$ cat src/rtl/lk_pkg.sv
package lk_pkg;
   // Width of a counter or index that must hold 0..n-1, never below one bit.
   function automatic int lk_width(input int n);
      return (n > 1) ? $clog2(n) : 1;
   endfunction
endpackage

$ cat src/rtl/lk_addr_map.sv
module lk_addr_map #(
   parameter int LANES   = 4,
   parameter int LANE_ID = 0,
   parameter int STW     = 8,
   parameter int AW      = 10
) (
   input  logic [STW-1:0] step,
   output logic [AW-1:0]  addr
);
   // Item index = step * LANES + LANE_ID; the cheapest form is picked here.
   generate
      if (LANES == 1) begin : g_single
         assign addr = AW'(step);
      end else if ((LANES & (LANES - 1)) == 0) begin : g_pow2
         localparam int LB = $clog2(LANES);
         localparam logic [LB-1:0] LID = LB'(LANE_ID);
         assign addr = AW'({step, LID});
      end else begin : g_mult
         assign addr = AW'(step) * AW'(LANES) + AW'(LANE_ID);
      end
   endgenerate
endmodule

$ cat src/rtl/lk_walker.sv
module lk_walker #(
   parameter int STEPS = 250,
   parameter int STW   = 8
) (
   input  logic           clk,
   input  logic           rst_n,
   input  logic           start,
   input  logic           last_wr,
   output logic           issue,
   output logic [STW-1:0] step,
   output logic           done
);
   localparam logic [STW-1:0] LAST_STEP = STW'(STEPS - 1);

   always_ff @(posedge clk or negedge rst_n) begin
      if (!rst_n) begin
         issue <= 1'b0;
         step  <= '0;
         done  <= 1'b0;
      end else if (start) begin
         issue <= 1'b1;
         step  <= '0;
         done  <= 1'b0;
      end else begin
         if (issue) begin
            if (step == LAST_STEP) issue <= 1'b0;
            else                   step  <= step + 1'b1;
         end
         if (last_wr) done <= 1'b1;
      end
   end
endmodule

$ cat src/rtl/lk_lane.sv
module lk_lane #(
   parameter int W       = 8,
   parameter int LANES   = 4,
   parameter int LANE_ID = 0,
   parameter int AW      = 10,
   parameter int STW     = 8,
   parameter int YW      = 19
) (
   input  logic           clk,
   input  logic           rst_n,
   input  logic           issue,
   input  logic [STW-1:0] step,
   input  logic [W-1:0]   k_in,
   input  logic [W-1:0]   a_in,
   input  logic [W-1:0]   b_in,
   input  logic [W-1:0]   c_in,
   output logic [AW-1:0]  rd_addr,
   output logic           wr_en,
   output logic [AW-1:0]  wr_addr,
   output logic [YW-1:0]  wr_data,
   output logic [STW-1:0] wr_step
);
   localparam int SW    = W + 1;
   localparam int PW    = 2 * SW;
   localparam int DEPTH = 4;   // memory read + sums + product + add K

   logic [DEPTH-1:0] vld;
   logic [STW-1:0]   tag [DEPTH];
   logic [SW-1:0]    sum_ab, sum_cc;
   logic [PW-1:0]    prod;
   logic [YW-1:0]    res;

   lk_addr_map #(.LANES(LANES), .LANE_ID(LANE_ID), .STW(STW), .AW(AW))
      u_rd_map (.step(step), .addr(rd_addr));

   always_ff @(posedge clk or negedge rst_n) begin
      if (!rst_n) vld <= '0;
      else        vld <= {vld[DEPTH-2:0], issue};
   end

   always_ff @(posedge clk) begin
      tag[0] <= step;
      for (int i = 1; i < DEPTH; i++) tag[i] <= tag[i-1];
   end

   // Both sums share one stage; each operation is followed by a register.
   always_ff @(posedge clk) begin
      sum_ab <= SW'(a_in) + SW'(b_in);
      sum_cc <= SW'(c_in) + SW'(c_in);
      prod   <= PW'(sum_ab) * PW'(sum_cc);
      res    <= YW'(k_in) + YW'(prod);
   end

   lk_addr_map #(.LANES(LANES), .LANE_ID(LANE_ID), .STW(STW), .AW(AW))
      u_wr_map (.step(tag[DEPTH-1]), .addr(wr_addr));

   assign wr_en   = vld[DEPTH-1];
   assign wr_data = res;
   assign wr_step = tag[DEPTH-1];
endmodule

$ cat src/rtl/lane_array_kernel.sv
module lane_array_kernel import lk_pkg::*; #(
   parameter  int W     = 8,
   parameter  int LANES = 4,
   parameter  int ITEMS = 1000,
   localparam int AW    = lk_width(ITEMS),
   localparam int YW    = 2 * (W + 1) + 1
) (
   input  logic                clk,
   input  logic                rst_n,
   input  logic                start,
   input  logic [W-1:0]        k_in,
   output logic                rd_en,
   output logic [LANES*AW-1:0] rd_addr,
   input  logic [LANES*W-1:0]  a_rd,
   input  logic [LANES*W-1:0]  b_rd,
   input  logic [LANES*W-1:0]  c_rd,
   output logic [LANES-1:0]    wr_en,
   output logic [LANES*AW-1:0] wr_addr,
   output logic [LANES*YW-1:0] wr_data,
   output logic                done
);
   localparam int STEPS = ITEMS / LANES;
   localparam int STW   = lk_width(STEPS);

   generate
      if (LANES < 1 || W < 1 || (ITEMS % LANES) != 0) begin : g_bad_cfg
         $error("lane_array_kernel: ITEMS must be a positive multiple of LANES");
      end
   endgenerate

   logic           issue;
   logic [STW-1:0] step;
   logic [STW-1:0] lane0_step;
   logic           last_wr;

   assign last_wr = wr_en[0] && (lane0_step == STW'(STEPS - 1));

   lk_walker #(.STEPS(STEPS), .STW(STW)) u_walker (
      .clk(clk), .rst_n(rst_n), .start(start), .last_wr(last_wr),
      .issue(issue), .step(step), .done(done)
   );

   assign rd_en = issue;

   generate
      for (genvar l = 0; l < LANES; l++) begin : g_lane
         logic [STW-1:0] tag_out;
         lk_lane #(.W(W), .LANES(LANES), .LANE_ID(l), .AW(AW), .STW(STW), .YW(YW)) u_lane (
            .clk(clk), .rst_n(rst_n), .issue(issue), .step(step), .k_in(k_in),
            .a_in(a_rd[l*W +: W]), .b_in(b_rd[l*W +: W]), .c_in(c_rd[l*W +: W]),
            .rd_addr(rd_addr[l*AW +: AW]),
            .wr_en(wr_en[l]),
            .wr_addr(wr_addr[l*AW +: AW]),
            .wr_data(wr_data[l*YW +: YW]),
            .wr_step(tag_out)
         );
         if (l == 0) begin : g_tap
            assign lane0_step = tag_out;
         end
      end
   endgenerate
endmodule

$ cat config.mk
export PLATFORM = sky130hd
export DESIGN_NAME = lane_array_kernel
export DESIGN_NICKNAME = d
export VERILOG_FILES = /design/src/rtl/lk_pkg.sv /design/src/rtl/lk_addr_map.sv /design/src/rtl/lk_walker.sv /design/src/rtl/lk_lane.sv /design/src/rtl/lane_array_kernel.sv
export SDC_FILE = /design/constraint.sdc
export NUM_CORES = 1
export LEC_CHECK = 0
export BUFFER_PORTS_ARGS = -buffer_cell sky130_fd_sc_hd__buf_2
export CAP_MARGIN = 20
export CELL_PAD_IN_SITES_DETAIL_PLACEMENT = 1
export CELL_PAD_IN_SITES_GLOBAL_PLACEMENT = 1
export CORE_MARGIN = 2
export CORE_UTILIZATION = 41
export CTS_CLUSTER_DIAMETER = 150
export CTS_CLUSTER_SIZE = 12
export DETAILED_ROUTE_END_ITERATION = 12
export PLACE_DENSITY = 0.88
export SYNTH_ARGS = -nofsm -noshare
export SYNTH_HDL_FRONTEND = slang
export SYNTH_SLANG_ARGS = --single-unit
$ cat constraint.sdc
create_clock -name clk -period 4.14 [get_ports clk]
set_input_delay 0.207 -clock clk [delete_from_list [all_inputs] [get_ports clk]]
set_output_delay 0.207 -clock clk [all_outputs]
set_load 0.01 [all_outputs]
==> results.toml <==
[timing]
finClkSkew_ns = 0.0217
post-route-min-period_ns = 4.22
hold_viol = 0
relSlewSlack = 0.410
maxSlewViolCount = 0
hold_ws_ns = 0.0179
min_period_over_period = 1.02
rsz0062_at_grt = "yes"
worst_pin_slew_ns = 0.876
timing.final.ws_setup_ns = -0.0844
fmax_mhz = 237
setup_viol = 3

[power_and_ir_drop]
p_leak_nw = 11.0
total_power_mw = 19.0
ir_worst_vdd_mv = 0.449
power.density_mw_per_mm2 = 850

[floorplan]
die_w_um = 214
fp.coreArea_mm2 = 0.0439
fp-row-count = 77
io_pins = 269
die_y_um = 214
start_util = 0.413
dieArea_mm2 = 0.0460

[synth]
synth_area_mm2 = 0.0182
syn_area_per_cell_um2 = 9.86
synth_common_cells = "inv_1 (290), dfxtp_1 (241), and2_1 (237), ha_1 (226), fa_1 (180)"
synth_cell_types = 44
synth_area_leaders = "dfxtp_1 (27%), fa_1 (20%), ha_1 (16%), and2_1 (8.2%), inv_1 (6.0%)"
syn_inst = 1840
synth_seq_cells = 255
yosys.area.top_type_share = 0.266
synth_edf_count = 0
synth_seq_area_share = 0.285
synth_top_area_cell = "dfxtp_1"
yosysMostFrequentCell = "inv_1"
ys.flop_type = "dfxtp_1"
yosysWarnings = 0
synth_async_sr_flop_share = 0.0549

[detailed_routing]
drtPass1Iterations = 4
antenna_left = 0
wl_per_cell_um = 18.0
via_per_inst = 4.90
drt_wl_total_mm = 50.5
drt_iter0_drc = 423
vias = 13800
drcViolationCount = 0

[layout]
seqCellArea_mm2 = 0.00532
syn2layout_area_growth_pct = 22.8
fin_util = 0.507
num_antenna_cells = 0
drive_gt1_frac = 0.245
nets = 2729
fillers = 5029
multi_input_comb_area_mm2 = 0.0119

[cts]
cts_buffers = 25
cts_tree = "yes"
cts.sinks = 255
cts-htree-levels = 1
clk_latency_ns = 0.57
clockRootBuffer = "clkbuf_16"
cts.path.max_buffers = 3
cts.reportedPaths.clkPinSlew_ns = 0.07

[placed_design]
portBuffers = 252
place_ws_ns = -0.342
gp_congestion = 0.890
hpwl_mm = 38.2

[worst_setup_path]
end_kind = "flop"
crit_top_cell = "fa_1"
arrival_ns = 4.69
path_class = "reg -> reg"
slowest_delay_ns = 0.54
worst_path_max_delay_cell = "fa_1"
path_cells = "nand2_1 > fa_1 > fa_1 > inv_1 > fa_1 > inv_1 > fa_1 > inv_2 > ha_4 > o21a_1 > o31a_1 > o31a_1 > a211o_1 > a21oi_2 > xnor2_1"
path_max_fanout = 4
worst_setup_path_start_kind = "flop"
worstPathRequired_ns = 4.60

[grt]
antenna_found_initial = 0
track_usage = 0.216
grt_pass1_wl_mm = 80.8
grt_pass1_vias = 16100
grt_max_degree = 15
grt-ovfl-total = 0

[outcome]
violations = "negative setup slack"
status = "complete, but fails checks"

[hold_path]
holdCritPathClass = "in -> reg"

[flow_run]
drv_cap = 0
[worst max-delay path: cells and delay by family (launching register included)]
kind | cells | cell delay, ns
simple gates | 1 | 0.09
xor+xnor | 1 | 0.08
buf+inv | 3 | 0.16
compound gates | 5 | 1.14
flops | 1 | 0.38
fa+ha+maj | 5 | 2.25
[state kept, by name, indices dropped and copies added (netlist names)]
| register | flops |
|---|---|
| u_walker.done | 1 |
| u_walker.issue | 1 |
| g_lane.u_lane.wr_data | 73 |
| g_lane.u_lane.sum_cc | 32 |
| g_lane.u_lane.vld | 4 |
| u_walker.step | 8 |
| g_lane.u_lane.prod | 68 |
| g_lane.u_lane.sum_ab | 36 |
| g_lane.u_lane.tag | 32 |
[final cells by class]
cell class	count	share of cell area
Tap cell	592	0.0332
Clock buffer	29	0.0287
Timing Repair Buffer	408	0.116
Multi-Input combinational cell	1236	0.533
Clock inverter	2	0.00140
Sequential cell	255	0.238
Inverter	290	0.0488
[where the power goes]
group          internal, mW  switching, mW  total (mW)  leakage (nW)
combinational          6.24           6.79        13.0          8.52
clock                  1.09          0.989        2.08         0.329
sequential             3.36          0.475        3.83          2.20
[metrics by stage]
stage	cells	setup TNS (ns)	instance area, µm²
2_1_floorplan	1854	0	18200
3_3_place_gp	2703	-0.428	20300
3_5_place_dp	2703	-3.15	20300
4_1_cts	2795	0	21800
5_1_grt	2812	-0.914	22300
6_report	2812	-0.167	22300
[per-layer routing]
layer	vias up	track usage	share of wire
met3	125	0.0295	0.037
met4	0	0.0718	0.033
li1	6460	-	-
met2	322	0.421	0.54
met5	-	0	0
met1	6859	0.239	0.39
[path summary, 6_finish.rpt]
kind                                                  from                          to  slack [ns]  cells after the start
worst max-delay path            g_lane[3].u_lane.sum_ab[2]   g_lane[3].u_lane.prod[17]       -0.08                     15
worst min-delay path                              a_rd[30]  g_lane[3].u_lane.sum_ab[6]        0.02                      3
worst max register to register  g_lane[3].u_lane.sum_ab[2]   g_lane[3].u_lane.prod[17]       -0.08                     15
worst min register to register  g_lane[3].u_lane.tag[0][3]  g_lane[3].u_lane.tag[1][3]        0.33                      0
max in group asynchronous                            rst_n     g_lane[0].u_lane.vld[3]        3.80                      2
min in group asynchronous                            rst_n            u_walker.step[2]        0.09                      2
[cells in the final DEF (no fill, tap or decap), types with 7 or more instances in the layout]
cell           Yosys  layout
a21o_1            14      14
a21oi_1           67      51
a21oi_2            1      16
and2_1           237     224
and2_4             0      13
and3_1            20      20
buf_2              0     252
buf_4             71      95
clkbuf_16          0      25
conb_1             2      16
dfrtp_1           14      14
dfxtp_1          241     185
dfxtp_2            0      28
dfxtp_4            0      28
dlygate4sd3_1      0      55
fa_1             180     167
fa_2               0      13
ha_1             226     204
ha_4               0      17
inv_1            290     273
inv_2              0      17
nand2_1          117     112
nand2b_1          10      10
nand4_1            9       9
nor2_1            69      67
nor2b_1           14      11
nor3_1             8       8
o21a_1            19      19
o21ai_0           46      37
or3_1              8       7
xnor2_1           93      93
xor2_1            33      33
[repair_timing]
| item | 4_1_cts | 5_1_grt |
|---|---|---|
| setup buffers | 6 | 17 |
| pin swaps | 35 | 93 |
| hold endpoints to repair | 72 | 0 |
| gates resized for setup | 85 | 128 |
| setup endpoints to repair | 22 | 20 |
| hold buffers | 55 | 0 |
[cells by family (layout without fill, tap and decap cells)]
logic type | Yosys count | in the layout | synth area share
and+or+nand+nor | 500 | 500 | 0.146
other | 2 | 16 | 0.000414
AOI/OAI and AO/OA | 188 | 188 | 0.0634
buffers and inverters | 363 | 729 | 0.0897
adders and majority gates | 406 | 406 | 0.354
xor gates and xnor gates | 126 | 126 | 0.0608
DFF | 255 | 255 | 0.285
Note: power is estimated with default switching activity, not from simulation.
